**src/rtl/dma_chain_pkg.sv**
```systemverilog
package dma_chain_pkg;
  localparam int DW = 32;
  localparam int BW = 6;

  // command word fields
  localparam int CMD_INC_SRC   = 31;
  localparam int CMD_INC_TGT   = 30;
  localparam int CMD_PACE_SRC  = 29;
  localparam int CMD_PACE_TGT  = 28;
  localparam int CMD_START_IE  = 22;
  localparam int CMD_END_IE    = 21;
  localparam int CMD_BURST_LSB = 16;
  localparam int CMD_WIDTH_LSB = 14;

  // control/status fields
  localparam int CSR_RUN     = 31;
  localparam int CSR_DIRECT  = 30;
  localparam int CSR_STOPPED = 3;
  localparam int CSR_END     = 2;
  localparam int CSR_START   = 1;
  localparam int CSR_ERR     = 0;

  localparam int NEXT_STOP  = 0;
  localparam int NEXT_ALIGN = 4;

  localparam int REG_CSR = 0;
  localparam int REG_PTR = 1;
  localparam int REG_SRC = 2;
  localparam int REG_TGT = 3;
  localparam int REG_CMD = 4;

  typedef enum logic [2:0] {S_IDLE, S_FETCH, S_CHECK, S_RD, S_WR} chan_state_e;
endpackage

```
**src/rtl/dma_chain_cmd_dec.sv**
```systemverilog
module dma_chain_cmd_dec
  import dma_chain_pkg::*;
#(
  parameter int LEN_W = 13
) (
  input  logic [DW-1:0]    cmd_i,
  output logic [LEN_W-1:0] len_o,
  output logic [BW-1:0]    elem_bytes_o,
  output logic [BW-1:0]    burst_bytes_o,
  output logic [1:0]       size_o,
  output logic [DW-1:0]    elem_mask_o,
  output logic             inc_src_o,
  output logic             inc_tgt_o,
  output logic             pace_src_o,
  output logic             pace_tgt_o,
  output logic             start_ie_o,
  output logic             end_ie_o
);
  assign len_o      = cmd_i[LEN_W-1:0];
  assign inc_src_o  = cmd_i[CMD_INC_SRC];
  assign inc_tgt_o  = cmd_i[CMD_INC_TGT];
  assign pace_src_o = cmd_i[CMD_PACE_SRC];
  assign pace_tgt_o = cmd_i[CMD_PACE_TGT];
  assign start_ie_o = cmd_i[CMD_START_IE];
  assign end_ie_o   = cmd_i[CMD_END_IE];

  always_comb begin
    unique case (cmd_i[CMD_WIDTH_LSB +: 2])
      2'd1:    begin size_o = 2'd0; elem_bytes_o = BW'(1); elem_mask_o = DW'(32'h0000_00FF); end
      2'd2:    begin size_o = 2'd1; elem_bytes_o = BW'(2); elem_mask_o = DW'(32'h0000_FFFF); end
      default: begin size_o = 2'd2; elem_bytes_o = BW'(4); elem_mask_o = '1; end
    endcase
    unique case (cmd_i[CMD_BURST_LSB +: 2])
      2'd1:    burst_bytes_o = BW'(8);
      2'd2:    burst_bytes_o = BW'(16);
      2'd3:    burst_bytes_o = BW'(32);
      default: burst_bytes_o = elem_bytes_o;
    endcase
  end
endmodule

```
**src/rtl/dma_chain_csr.sv**
```systemverilog
module dma_chain_csr
  import dma_chain_pkg::*;
(
  input  logic          clk_i,
  input  logic          rst_ni,
  input  logic          wr_i,
  input  logic [DW-1:0] wdata_i,
  input  logic          set_start_i,
  input  logic          set_end_i,
  input  logic          set_err_i,
  input  logic          halt_i,
  output logic          run_o,
  output logic          direct_o,
  output logic          start_o,
  output logic          end_o,
  output logic          err_o
);
  always_ff @(posedge clk_i or negedge rst_ni) begin
    if (!rst_ni) begin
      run_o    <= 1'b0;
      direct_o <= 1'b0;
      start_o  <= 1'b0;
      end_o    <= 1'b0;
      err_o    <= 1'b0;
    end else begin
      if (wr_i) begin
        run_o    <= wdata_i[CSR_RUN];
        direct_o <= wdata_i[CSR_DIRECT];
      end
      if (halt_i) run_o <= 1'b0;
      // set events win over a same-cycle clear
      start_o <= set_start_i | (start_o & ~(wr_i & wdata_i[CSR_START]));
      end_o   <= set_end_i   | (end_o   & ~(wr_i & wdata_i[CSR_END]));
      err_o   <= set_err_i   | (err_o   & ~(wr_i & wdata_i[CSR_ERR]));
    end
  end

  a_r9_w1c_end: assert property (@(posedge clk_i) disable iff (!rst_ni)
    (wr_i && wdata_i[CSR_END] && !set_end_i) |=> !end_o);
  a_r9_zero_keeps: assert property (@(posedge clk_i) disable iff (!rst_ni)
    (start_o && !(wr_i && wdata_i[CSR_START])) |=> start_o);
  a_r10_err_flag: assert property (@(posedge clk_i) disable iff (!rst_ni)
    set_err_i |=> err_o);
  a_r3_halt_clears_run: assert property (@(posedge clk_i) disable iff (!rst_ni)
    halt_i |=> !run_o);
endmodule

```
**src/rtl/dma_chain_top.sv**
```systemverilog
module dma_chain_top
  import dma_chain_pkg::*;
#(
  parameter int LEN_W  = 13,
  parameter int REG_AW = 3
) (
  input  logic              clk_i,
  input  logic              rst_ni,
  input  logic              reg_we_i,
  input  logic [REG_AW-1:0] reg_addr_i,
  input  logic [31:0]       reg_wdata_i,
  output logic [31:0]       reg_rdata_o,
  output logic              mem_req_o,
  output logic              mem_we_o,
  output logic [31:0]       mem_addr_o,
  output logic [1:0]        mem_size_o,
  output logic [31:0]       mem_wdata_o,
  input  logic              mem_ack_i,
  input  logic              mem_err_i,
  input  logic [31:0]       mem_rdata_i,
  input  logic              src_req_i,
  input  logic              tgt_req_i,
  output logic              irq_o
);
  chan_state_e      state_q;
  logic [DW-1:0]    ptr_q, next_q, src_q, tgt_q, cmd_q, data_q;
  logic [LEN_W-1:0] remain_q;
  logic [BW-1:0]    burst_q;
  logic [1:0]       fidx_q;

  logic [LEN_W-1:0] len;
  logic [BW-1:0]    elem_bytes, burst_bytes;
  logic [1:0]       size;
  logic [DW-1:0]    elem_mask;
  logic inc_src, inc_tgt, pace_src, pace_tgt, start_ie, end_ie;
  logic run, direct, st_start, st_end, st_err;

  dma_chain_cmd_dec #(.LEN_W(LEN_W)) u_dec (
    .cmd_i(cmd_q), .len_o(len), .elem_bytes_o(elem_bytes), .burst_bytes_o(burst_bytes),
    .size_o(size), .elem_mask_o(elem_mask), .inc_src_o(inc_src), .inc_tgt_o(inc_tgt),
    .pace_src_o(pace_src), .pace_tgt_o(pace_tgt), .start_ie_o(start_ie), .end_ie_o(end_ie)
  );

  logic stopped, cfg_wr, csr_wr, paced, ok_go, fetch_last, desc_done, chain_stop;
  logic ev_start, ev_end, ev_err, halt;

  assign stopped    = (state_q == S_IDLE);
  assign cfg_wr     = reg_we_i && stopped;
  assign csr_wr     = reg_we_i && (reg_addr_i == REG_AW'(REG_CSR));
  assign paced      = pace_src || pace_tgt;
  assign ok_go      = (!pace_src || src_req_i) && (!pace_tgt || tgt_req_i);
  assign fetch_last = (state_q == S_FETCH) && mem_ack_i && !mem_err_i && (fidx_q == 2'd3);
  assign desc_done  = (state_q == S_CHECK) && run && (remain_q == '0);
  assign chain_stop = direct || next_q[NEXT_STOP];
  assign ev_start   = (fetch_last && mem_rdata_i[CMD_START_IE]) ||
                      (stopped && run && direct && start_ie);
  assign ev_end     = desc_done && end_ie;
  assign ev_err     = mem_req_o && mem_ack_i && mem_err_i;
  assign halt       = ev_err || (desc_done && chain_stop);

  dma_chain_csr u_csr (
    .clk_i, .rst_ni, .wr_i(csr_wr), .wdata_i(reg_wdata_i),
    .set_start_i(ev_start), .set_end_i(ev_end), .set_err_i(ev_err), .halt_i(halt),
    .run_o(run), .direct_o(direct), .start_o(st_start), .end_o(st_end), .err_o(st_err)
  );

  always_ff @(posedge clk_i or negedge rst_ni) begin
    if (!rst_ni) begin
      state_q  <= S_IDLE;
      ptr_q    <= '0;
      next_q   <= '0;
      src_q    <= '0;
      tgt_q    <= '0;
      cmd_q    <= '0;
      data_q   <= '0;
      remain_q <= '0;
      burst_q  <= '0;
      fidx_q   <= '0;
    end else begin
      if (cfg_wr) begin
        if (reg_addr_i == REG_AW'(REG_PTR)) ptr_q <= reg_wdata_i;
        if (reg_addr_i == REG_AW'(REG_SRC)) src_q <= reg_wdata_i;
        if (reg_addr_i == REG_AW'(REG_TGT)) tgt_q <= reg_wdata_i;
        if (reg_addr_i == REG_AW'(REG_CMD)) cmd_q <= reg_wdata_i;
      end
      unique case (state_q)
        S_IDLE: if (run) begin
          fidx_q  <= '0;
          burst_q <= '0;
          if (direct) begin
            remain_q <= len;
            state_q  <= S_CHECK;
          end else begin
            state_q  <= S_FETCH;
          end
        end
        S_FETCH: if (mem_ack_i) begin
          if (mem_err_i) state_q <= S_IDLE;
          else begin
            unique case (fidx_q)
              2'd0: next_q <= mem_rdata_i;
              2'd1: src_q  <= mem_rdata_i;
              2'd2: tgt_q  <= mem_rdata_i;
              default: begin
                cmd_q    <= mem_rdata_i;
                remain_q <= mem_rdata_i[LEN_W-1:0];
                burst_q  <= '0;
                state_q  <= S_CHECK;
              end
            endcase
            fidx_q <= fidx_q + 2'd1;
          end
        end
        S_CHECK: begin
          if (!run) state_q <= S_IDLE;
          else if (remain_q == '0) begin
            if (chain_stop) state_q <= S_IDLE;
            else begin
              ptr_q   <= {next_q[DW-1:NEXT_ALIGN], {NEXT_ALIGN{1'b0}}};
              fidx_q  <= '0;
              state_q <= S_FETCH;
            end
          end else if (paced && burst_q == '0) begin
            if (ok_go) begin
              burst_q <= burst_bytes;
              state_q <= S_RD;
            end
          end else begin
            state_q <= S_RD;
          end
        end
        S_RD: if (mem_ack_i) begin
          if (mem_err_i) state_q <= S_IDLE;
          else begin
            data_q  <= mem_rdata_i & elem_mask;
            state_q <= S_WR;
          end
        end
        S_WR: if (mem_ack_i) begin
          if (mem_err_i) state_q <= S_IDLE;
          else begin
            if (inc_src) src_q <= src_q + DW'(elem_bytes);
            if (inc_tgt) tgt_q <= tgt_q + DW'(elem_bytes);
            remain_q <= (remain_q > LEN_W'(elem_bytes)) ? remain_q - LEN_W'(elem_bytes) : '0;
            burst_q  <= (burst_q > elem_bytes) ? burst_q - elem_bytes : '0;
            state_q  <= S_CHECK;
          end
        end
        default: state_q <= S_IDLE;
      endcase
    end
  end

  always_comb begin
    mem_req_o   = (state_q == S_FETCH) || (state_q == S_RD) || (state_q == S_WR);
    mem_we_o    = (state_q == S_WR);
    mem_wdata_o = data_q;
    unique case (state_q)
      S_FETCH: begin mem_addr_o = ptr_q + DW'({fidx_q, 2'b00}); mem_size_o = 2'd2; end
      S_RD:    begin mem_addr_o = src_q; mem_size_o = size; end
      S_WR:    begin mem_addr_o = tgt_q; mem_size_o = size; end
      default: begin mem_addr_o = '0;    mem_size_o = 2'd0; end
    endcase
  end

  always_comb begin
    reg_rdata_o = '0;
    unique case (reg_addr_i)
      REG_AW'(REG_CSR): begin
        reg_rdata_o[CSR_RUN]     = run;
        reg_rdata_o[CSR_DIRECT]  = direct;
        reg_rdata_o[CSR_STOPPED] = stopped;
        reg_rdata_o[CSR_END]     = st_end;
        reg_rdata_o[CSR_START]   = st_start;
        reg_rdata_o[CSR_ERR]     = st_err;
      end
      REG_AW'(REG_PTR): reg_rdata_o = ptr_q;
      REG_AW'(REG_SRC): reg_rdata_o = src_q;
      REG_AW'(REG_TGT): reg_rdata_o = tgt_q;
      REG_AW'(REG_CMD): reg_rdata_o = cmd_q;
      default:          reg_rdata_o = '0;
    endcase
  end

  assign irq_o = st_end | st_start | st_err;

  a_r10_err_aborts: assert property (@(posedge clk_i) disable iff (!rst_ni)
    (mem_req_o && mem_ack_i && mem_err_i) |=> (!mem_req_o && stopped));
  a_r7_pace_wait: assert property (@(posedge clk_i) disable iff (!rst_ni)
    (state_q == S_CHECK && run && remain_q != '0 && paced && burst_q == '0 && !ok_go)
      |=> !mem_req_o);
  a_r11_soft_stop: assert property (@(posedge clk_i) disable iff (!rst_ni)
    (state_q == S_CHECK && !run) |=> (stopped && !mem_req_o));
  a_r12_cmd_locked: assert property (@(posedge clk_i) disable iff (!rst_ni)
    (reg_we_i && reg_addr_i == REG_AW'(REG_CMD) && state_q != S_IDLE && state_q != S_FETCH)
      |=> $stable(cmd_q));
  a_r4_count_drops: assert property (@(posedge clk_i) disable iff (!rst_ni)
    (state_q == S_WR && mem_ack_i && !mem_err_i) |=> (remain_q < $past(remain_q)));
endmodule

```
**config.mk**
```make
export PLATFORM = sky130hd
export DESIGN_NAME = dma_chain_top
export DESIGN_NICKNAME = d
export VERILOG_FILES = /design/src/rtl/dma_chain_pkg.sv /design/src/rtl/dma_chain_cmd_dec.sv /design/src/rtl/dma_chain_csr.sv /design/src/rtl/dma_chain_top.sv
export SDC_FILE = /design/constraint.sdc
export NUM_CORES = 1
export LEC_CHECK = 0
export ABC_AREA = 1
export BUFFER_PORTS_ARGS = -buffer_cell sky130_fd_sc_hd__buf_2
export CORE_MARGIN = 3
export CORE_UTILIZATION = 29
export CTS_BUF_LIST = sky130_fd_sc_hd__clkbuf_16
export CTS_CLUSTER_SIZE = 8
export DETAILED_ROUTE_END_ITERATION = 7
export PLACE_DENSITY_LB_ADDON = 0.1
export REMOVE_ABC_BUFFERS = 1
export SLEW_MARGIN = 10
export SYNTH_ARGS = -nofsm -noshare
export SYNTH_HDL_FRONTEND = slang
export SYNTH_SLANG_ARGS = --single-unit
```
**constraint.sdc**
```tcl
create_clock -name clk_i -period 3.65 [get_ports clk_i]
set_input_delay 0.5475 -clock clk_i [delete_from_list [all_inputs] [get_ports clk_i]]
set_output_delay 0.5475 -clock clk_i [all_outputs]
set_load 0.1 [all_outputs]
```
==> results of run 1 <==
[power groups by stage]
| stage | Clock (mW) | Combinational, mW | Sequential (mW) |
|---|---|---|---|
| floorplan | 0 | 6.08 | 5.49 |
| global placement | 0 | 10.4 | 4.93 |
| detailed placement | 0 | 10.5 | 4.94 |
| CTS | 3.12 | 10.5 | 4.92 |
| global route | 3.21 | 11.3 | 5.08 |
| finish | 3.06 | 10.6 | 4.98 |
[synth_stat cells (all sizes together)]
library cell,count
nor3b,1
a21oi,58
o21ai,226
nand3,168
and2,4
xor2,11
o211a,1
nor2,252
o211ai,21
fa,2
nand4,46
or3,1
or2,16
a221o,25
a221oi,5
xnor2,1
o31ai,25
a21o,3
o22ai,99
a22oi,7
o2111ai,5
clkbuf,57
clkinv,3
a31oi,29
inv,307
a21boi,2
a32oi,1
dfrtp,218
ha,21
a31o,1
buf,51
nor3,70
o221ai,22
o21bai,4
nand2,687
[final timing paths]
path | start | end
max | state_q[2]$_DFFE_PN0P_ | mem_addr_o[22]
min | mem_rdata_i[19] | src_q[19]$_DFF_PN0_
max reg2reg | cmd_q[14]$_DFF_PN0_ | src_q[25]$_DFF_PN0_
min reg2reg | mem_wdata_o[28]$_DFFE_PN0P_ | mem_wdata_o[28]$_DFFE_PN0P_
max in group asynchronous | rst_ni | tgt_q[22]$_DFF_PN0_
min in group asynchronous | rst_ni | burst_q[5]$_DFFE_PN0P_
[sequential cells by signal, summed over array words and instances (netlist names), 6 cells and up]
name         flops
ptr_q           32
burst_q          6
tgt_q           32
remain_q        13
mem_wdata_o     32
src_q           32
cmd_q           32
next_q          29
[what timing repair did]
action | 4_1_cts | 5_1_grt
setup endpoints to repair | 9 | 10
resized for setup | 11 | 16
endpoints found under the hold margin | 39 | 0
hold buffers | 1 | 0
pin swaps | 0 | 0
[metrics by stage]
stage	power, mW	setup slack, ns	instance area, um2	TNS, ns	utilization [%]
after floorplan	11.6	-1.21	15500	-4.70	-
after global placement	15.4	0.445	18100	0	33.5
after detailed placement	15.4	0.382	18100	0	33.5
after CTS	18.6	0.0305	19200	0	35.3
after global routing	19.6	-0.0139	19200	-0.0256	35.4
final	18.7	0.0669	19200	0	35.4
[area by class of cell]
class	instances	area [um2]	area share, %
Multi-Input combinational cell	1814	8980	46.7
Sequential cell	218	5460	28.4
Timing Repair Buffer	231	1770	9.19
Inverter	310	1170	6.07
Clock buffer	37	926	4.82
Tap cell	696	871	4.53
Clock inverter	12	50.0	0.260
Antenna cell	1	2.50	0.0130
[logic make-up after synthesis]
group                    share of synthesized area, %
AND/OR/NAND/NOR                                  32.7
AO/OA/AOI/OAI                                    20.4
buffers and inverters                            10.3
flip-flops                                       34.1
adder cells (fa/ha/maj)                          1.89
XOR/XNOR                                        0.657
[layer usage]
| metal | GRT usage [%] | vias up |
|---|---|---|
| met5 | 0 | - |
| met4 | 13.3 | 0 |
| met3 | 3.75 | 171 |
| met2 | 46.9 | 922 |
| met1 | 41.2 | 9017 |
| li1 | - | 8529 |
[worst min-delay path: stages]
cell,delay [ns]
buf_2,0.13
nand2_1,0.06
nand3_1,0.07
==> results_dict.tcl, run 1 <==
set metrics [dict create \
    outcome "finished clean" \
    cts-buffers-inserted 35 \
    htreeDepth 2 \
    drcViolationCount 0 \
    yosys_warnings 0 \
    grt_pass1_vias 17400 \
    fin_crit_ns 3.58 \
    synth_area_um2 16000 \
    crit_top_cell "nand3_1" \
    grt_pass1_wl_mm 125 \
    switching_share_pct 58.1 \
    crit_required_ns 3.10 \
    cp_max_fo 26 \
    track_usage_pct 29.9 \
    wl_met2_mm 38.7 \
    max_freq_mhz 279 \
    top_level_ports 175 \
    hold_ws_ns 0.303 \
    num_vias 18600 \
    finalCritPeriodShare_pct 98.2 \
    die_area_um2 58000 \
    leakage_nw 9.04 \
    cp-end-kind "output pin" \
    r2r_cells 11 \
    drive_gt1_share_pct 13.0 \
    wire_per_inst_um 26.4 \
    post_cts_buffers 0 \
    antenna_left 0 \
    synthToLayoutAreaGrowth_pct 20.2 \
    ir_drop_mv 0.539 \
    worst-path-buf-inv 4 \
    clockPowerShare_pct 16.4 \
    rows 85 \
    p_seq_share_pct 26.7 \
    finalHoldViolations 0 \
    p_switching_mw 10.8 \
    routed_via_density 5.62 \
    worst_path_max_delay_cell "clkinv_1" \
    antenna_found_initial 1 \
    drt_first_pass_iters 6 \
    io_buffers 174 \
    criticalPathCategory "reg2out" \
    drt-initial-drc-count 2011 \
    slowest_delay_ns 0.66 \
    gp_congestion 0.964 \
    path_cells "inv_1 -> nand3_1 -> buf_4 -> clkinv_1 -> nand2_1 -> nand3_1 -> clkbuf_4" \
    rsz0062_at_grt "yes" \
    path_clk_slew_ns 0.05 \
    grt_overflow_total 0 \
    slew_headroom_pct 22.9 \
    setup_violations 0 \
    wl_met1_mm 38.3 \
    routed_wl_mm 87.7 \
    clkSinkCount 218 \
    fill_cells 5987 \
    synthCells 2450 \
    cts-root-buf "clkbuf_16" \
    ys_ff_latch 218 \
    synth_top_cell_area_share_pct 34.1 \
    clock_latency_ns 0.55 \
    cp.depth 7 \
    floorplan.initialDensity_pct 29.5 \
    nNetsFinal 2707 \
    grt_max_degree 71 \
    core_area_um2 54200 \
    worstHoldPathType "in2reg" \
    cts_tree "built" \
    yosysSeqAreaShare_pct 34.1 \
    cp_top_family "buffers and inverters" \
    comb_power_share_pct 56.9 \
    cp.arrival_ns 3.04 \
    timing.final.max_slew_violations 0 \
    p_int_mw 7.82 \
    dp_cells 3268 \
    syn-mean-instance-area_um2 6.53 \
    highest_layer "met4" \
    stdcell_count 3319 \
    wl_met3_mm 6.26 \
    mostFrequentLayoutCells "nand2_1, inv_1, nor2_1" \
    worstMarginPinSlew_ns 1.16 \
    cts_buffer_depth 3 \
    hold_depth 3 \
    layout_commonest_cell "nand2_1" \
    timing.reg2reg.setup_slack_ns 0.58 \
    die_h_um 241 \
    synth_area_leaders "dfrtp_1, nand2_1, inv_1, o21ai_0, nor2_1" \
    finalClockSkew_ns 0.0310 \
    place_hpwl_mm 67.1 \
    yosys.area.top_type "dfrtp_1" \
    die_x_um 241 \
    powerDensity_nw_per_um2 970 \
    maxCapViolCount 0 \
    ys_types 50 \
    cp-start-kind "flop" \
]
(Power assumes the default switching activity.)
==> run 2, diff against run 1 <==
- RECOVER_POWER: default -> 50
==> results_dict.tcl, run 2 (synthesized netlist as in run 1, its figures left out) <==
set metrics [dict create \
    ir_drop_mv 0.537 \
    finalCritPeriodShare_pct 97.8 \
    cts-root-buf "clkbuf_16" \
    grt_max_degree 71 \
    placed_cell_area_um2 18100 \
    track_usage_pct 29.9 \
    final.setup.tns_ns 0 \
    path_clk_slew_ns 0.05 \
    cp-end-kind "output pin" \
    cp-start-kind "flop" \
    worst_path_max_delay_cell "dfrtp_1" \
    fin_util_pct 35.3 \
    slowest_delay_ns 0.48 \
    worstHoldPathType "in2reg" \
    fin_crit_ns 3.57 \
    hold_ws_ns 0.302 \
    cts-buffers-inserted 35 \
    num_vias 18600 \
    grt_overflow_total 0 \
    powerDensity_nw_per_um2 971 \
    synthToLayoutAreaGrowth_pct 19.7 \
    antenna_left 0 \
    grt_pass1_wl_mm 125 \
    leakage_nw 8.92 \
    worstMarginPinSlew_ns 2.52 \
    dp_slack_ns 0.382 \
    nNetsFinal 2707 \
    violations "capacitance limit, slew limit" \
    floorplan.initialDensity_pct 29.5 \
    crit_top_cell "nand2_1" \
    rsz0062_at_grt "yes" \
    clock_latency_ns 0.55 \
    io_buffers 174 \
    routed_via_density 5.62 \
    drt-initial-drc-count 2041 \
    layout_commonest_cell "nand2_1" \
    cts_tree "built" \
    drive_gt1_share_pct 11.5 \
    stdcell_count 3318 \
    criticalPathCategory "reg2out" \
    cp.arrival_ns 3.02 \
    dp_cells 3268 \
    finalHoldViolations 0 \
    finalClockSkew_ns 0.0307 \
    grt_pass1_vias 17400 \
    top_level_ports 175 \
    rows 85 \
    wire_per_inst_um 26.4 \
    final_cell_area_um2 19100 \
    antenna_found_initial 1 \
    routed_wl_mm 87.7 \
    drt_first_pass_iters 6 \
    cts_buffer_depth 3 \
    slew_headroom_pct -67.8 \
    path_cells "ha_1 -> nand2_1 -> a21oi_1 -> inv_1 -> nor2_1 -> nand2_1 -> nand2_1 -> a31o_2 -> buf_2" \
    max_freq_mhz 280 \
    timing.final.max_slew_violations 42 \
    drcViolationCount 0 \
    clkSinkCount 218 \
    setup_violations 0 \
    outcome "finished with violations" \
    gp_congestion 0.964 \
    die_area_um2 58000 \
    die_h_um 241 \
    htreeDepth 2 \
    mostFrequentLayoutCells "nand2_1, inv_1, nor2_1" \
    setup_ws_ns 0.0792 \
    core_area_um2 54200 \
    finalPower_mw 18.6 \
    cp_max_fo 4 \
    maxCapViolCount 1 \
    crit_required_ns 3.10 \
    post_cts_buffers 0 \
    insertedDiodeCount 0 \
    place_hpwl_mm 67.1 \
    die_x_um 241 \
]
==> run 2: final cells by class <==
cell class | count | area [um2]
flip-flops and latches | 218 | 5460
multi-input cells | 1814 | 8970
fillers | 6005 | 35100
inverters | 310 | 1170
repair buffers | 231 | 1710
clock buffers | 37 | 926
clock inverters | 12 | 50.0
well taps | 696 | 871
==> run 2: where the power goes <==
| group | switching (mW) | internal (mW) | total [mW] |
|---|---|---|---|
| clock | 1.27 | 1.79 | 3.05 |
| sequential | 1.49 | 3.50 | 4.99 |
| combinational | 8.07 | 2.48 | 10.6 |
==> run 2: critical path: cells and delay by family (launching register included) <==
kind | cells | cell delay (ns)
compound gates | 2 | 0.45
fa+ha+maj | 1 | 0.34
buf+inv | 2 | 0.66
flops | 1 | 0.48
simple gates | 4 | 0.54
==> run 2: final timing paths <==
kind,from,end,slack (ns),cells past startpoint
setup reg to reg,cmd_q[14]$_DFF_PN0_,src_q[25]$_DFF_PN0_,0.56,11
hold / removal,mem_rdata_i[19],src_q[19]$_DFF_PN0_,0.30,3
hold reg to reg,mem_wdata_o[1]$_DFFE_PN0P_,mem_wdata_o[1]$_DFFE_PN0P_,0.48,2
setup / recovery,ptr_q[3]$_DFF_PN0_,mem_addr_o[29],0.08,9
max in group asynchronous,rst_ni,tgt_q[22]$_DFF_PN0_,0.45,3
min in group asynchronous,rst_ni,burst_q[5]$_DFFE_PN0P_,1.42,2
==> run 2: repair_timing <==
action                                  CTS  global route
endpoints found under the hold margin    39             0
hold buffers                              1             0
endpoints found under the setup margin    9            10
resized for setup                        11            16
==> run 2: metal layers <==
metal | routed length, um | up-vias | track usage (%)
met4 | 4380 | 0 | 13.3
met1 | 38100 | 9044 | 41.2
li1 | - | 8527 | -
met5 | 0 | - | 0
met3 | 6340 | 154 | 3.75
met2 | 38900 | 922 | 46.9
==> run 3, diff against run 2 <==
- ABC_AREA: 1 -> default
- REMOVE_ABC_BUFFERS: 1 -> default
- SKIP_LAST_GASP: default -> 1
==> results_dict.tcl, run 3 <==
set metrics [dict create \
    worst_hold_path.endpoint "cmd_q[20]$_DFF_PN0_" \
    cts_buffer_depth 3 \
    setup_violations 0 \
    place_hpwl_mm 46.6 \
    path_clk_slew_ns 0.06 \
    grt_pass1_wl_mm 96.6 \
    leakage_nw 7.56 \
    rsz0062_at_grt "yes" \
    hold_depth 3 \
    synthCells 1654 \
    max_freq_mhz 283 \
    maxCapViolCount 1 \
    timing.final.max_slew_violations 89 \
    cts-root-buf "clkbuf_16" \
    num_vias 14000 \
    criticalPathCategory "reg2out" \
    cp-start-kind "flop" \
    reg2reg_from "cmd_q[15]$_DFF_PN0_" \
    multi_input_area_um2 8420 \
    synthToLayoutAreaGrowth_pct 25.1 \
    synth_common_cells "nand2_1, dfrtp_1, mux2i_1, o21ai_1, a22oi_1" \
    synthFlopType "dfrtp_1" \
    nNetsFinal 1914 \
    worstMarginPinSlew_ns 2.56 \
    dp_slack_ns 0.370 \
    htreeDepth 1 \
    grt_overflow_total 0 \
    fin_crit_ns 3.53 \
    cp-end-kind "output pin" \
    routed_wl_mm 64.8 \
    antenna_left 0 \
    finalHoldViolations 0 \
    placed_cell_area_um2 17200 \
    yosys.area.top_type "dfrtp_1" \
    rows 81 \
    powerDensity_nw_per_um2 999 \
    routed_via_density 5.65 \
    yosysSeqAreaShare_pct 37.9 \
    ys_ff_latch 218 \
    finalCritPeriodShare_pct 96.8 \
    yosys_warnings 0 \
    synth_area_leaders "dfrtp_1, mux2i_1, nand2_1, a22oi_1, o21ai_1" \
    synth_nets 1751 \
    mostFrequentLayoutCells "nand2_1, dfrtp_1, o21ai_1" \
    outcome "finished with violations" \
    r2r_cells 10 \
    die_x_um 229 \
    wire_per_inst_um 26.1 \
    die_area_um2 52400 \
    slew_headroom_pct -70.4 \
    syn-mean-instance-area_um2 8.71 \
    worst_r2r_endpoint "tgt_q[28]$_DFF_PN0_" \
    drcViolationCount 0 \
    worstHoldPathType "in2reg" \
    crit_required_ns 3.10 \
    grt_max_degree 89 \
    ir_drop_mv 0.808 \
    cts-buffers-inserted 31 \
    floorplan.initialDensity_pct 29.4 \
    synth_area_um2 14400 \
    ys_types 77 \
    gp_congestion 0.912 \
    insertedDiodeCount 0 \
    final_cell_area_um2 18000 \
    drt-initial-drc-count 1333 \
    synth_top_cell_area_share_pct 37.9 \
    cp.arrival_ns 2.99 \
    die_h_um 229 \
    synth-edff-count 0 \
    timing.reg2reg.setup_slack_ns 0.47 \
    fill_cells 4986 \
    hp-start "mem_rdata_i[20]" \
    antenna_found_initial 0 \
    yosysMostFrequentCell "nand2_1" \
    top_level_ports 175 \
    seqCellArea_um2 5460 \
    track_usage_pct 24.3 \
    cts_tree "built" \
    drt_first_pass_iters 5 \
    layout_commonest_cell "nand2_1" \
    cp_max_fo 7 \
    startpoint "fidx_q[1]$_DFFE_PN0P_" \
    violations "capacitance limit, slew limit" \
    io_buffers 174 \
    finalClockSkew_ns 0.0270 \
    synthArstFlopShare_pct 100 \
    drive_gt1_share_pct 17.7 \
    core_area_um2 49000 \
    grt_pass1_vias 14000 \
    clock_latency_ns 0.60 \
    clkSinkCount 218 \
    setup_ws_ns 0.115 \
]
==> run 3: cell families (layout without fill, tap and decap cells) <==
family                     Yosys count  count (layout)  synth area share [%]
and+or+nand+nor                    518             518                  16.8
AOI/OAI and AO/OA                  512             512                  23.1
DFF                                218             218                  37.9
muxes                              153             153                  11.1
buffers and inverters              150             317                  4.13
xor gates and xnor gates            80              80                  4.86
adders and majority gates           23              23                  2.10
==> run 3: critical path: stages (launching register included) <==
cell and delay [ns]:
dfrtp_1 0.47, ha_1 0.31, a21o_1 0.19, and3_2 0.34, nand4_1 0.28, nor2_1 0.19, xnor2_1 0.08, o21ai_1 0.31
buf_12 0.23
==> run 3: repair_timing <==
item | CTS | global route
hold buffers | 0 | 1
endpoints found under the hold margin | 0 | 6
pin swaps | 1 | 2
resized for setup | 5 | 10
endpoints found under the setup margin | 12 | 13
buffers inserted | 1 | 0
==> run 3: cell type report <==
class	count	share of cell area, %
Clock buffer	31	4.31
Clock inverter	6	0.153
Inverter	24	0.500
Tap cell	664	4.61
Sequential cell	218	30.3
Timing Repair Buffer	256	13.4
Multi-Input combinational cell	1286	46.8
==> run 3: worst max path at each step <==
stage / to / slack [ns] / depth (start not counted)
3_3_place_gp: mem_addr_o[31] / 0.46 / 8
3_5_place_dp: mem_addr_o[31] / 0.37 / 8
5_1_grt: mem_addr_o[19] / -0.05 / 8
6_report: mem_addr_o[13] / 0.12 / 8
2_1_floorplan: mem_addr_o[16] / 0.02 / 8
4_1_cts: mem_addr_o[14] / 0.003 / 10
==> run 3: power by group <==
group	switching, mW	total, mW	internal [mW]
clock network	1.14	2.62	1.48
registers	1.53	5.05	3.52
logic	7.00	10.3	3.33
total	9.66	18.0	8.33
==> run 3: stage by stage <==
step | hold WS [ns] | power [mW] | TNS (ns) | util (%) | std cells
after detailed placement | 0.465 | 15.3 | 0 | 35.2 | 2446
after CTS | 0.00507 | 18.0 | 0 | 36.9 | 2484
after global placement | 0.460 | 15.3 | 0 | 35.2 | 2446
after floorplan | 0.252 | 11.6 | 0 | - | 1654
after global routing | 0.245 | 19.0 | -0.0593 | 36.8 | 2485
final | 0.234 | 18.0 | 0 | 36.8 | 2485
==> run 3: per-layer routing <==
| metal | share of wire (%) | GRT usage, % |
|---|---|---|
| met1 | 46 | 34.9 |
| met2 | 45 | 38.5 |
| met3 | 6.6 | 3.18 |
| met4 | 2.2 | 6.12 |
| met5 | 0 | 0 |
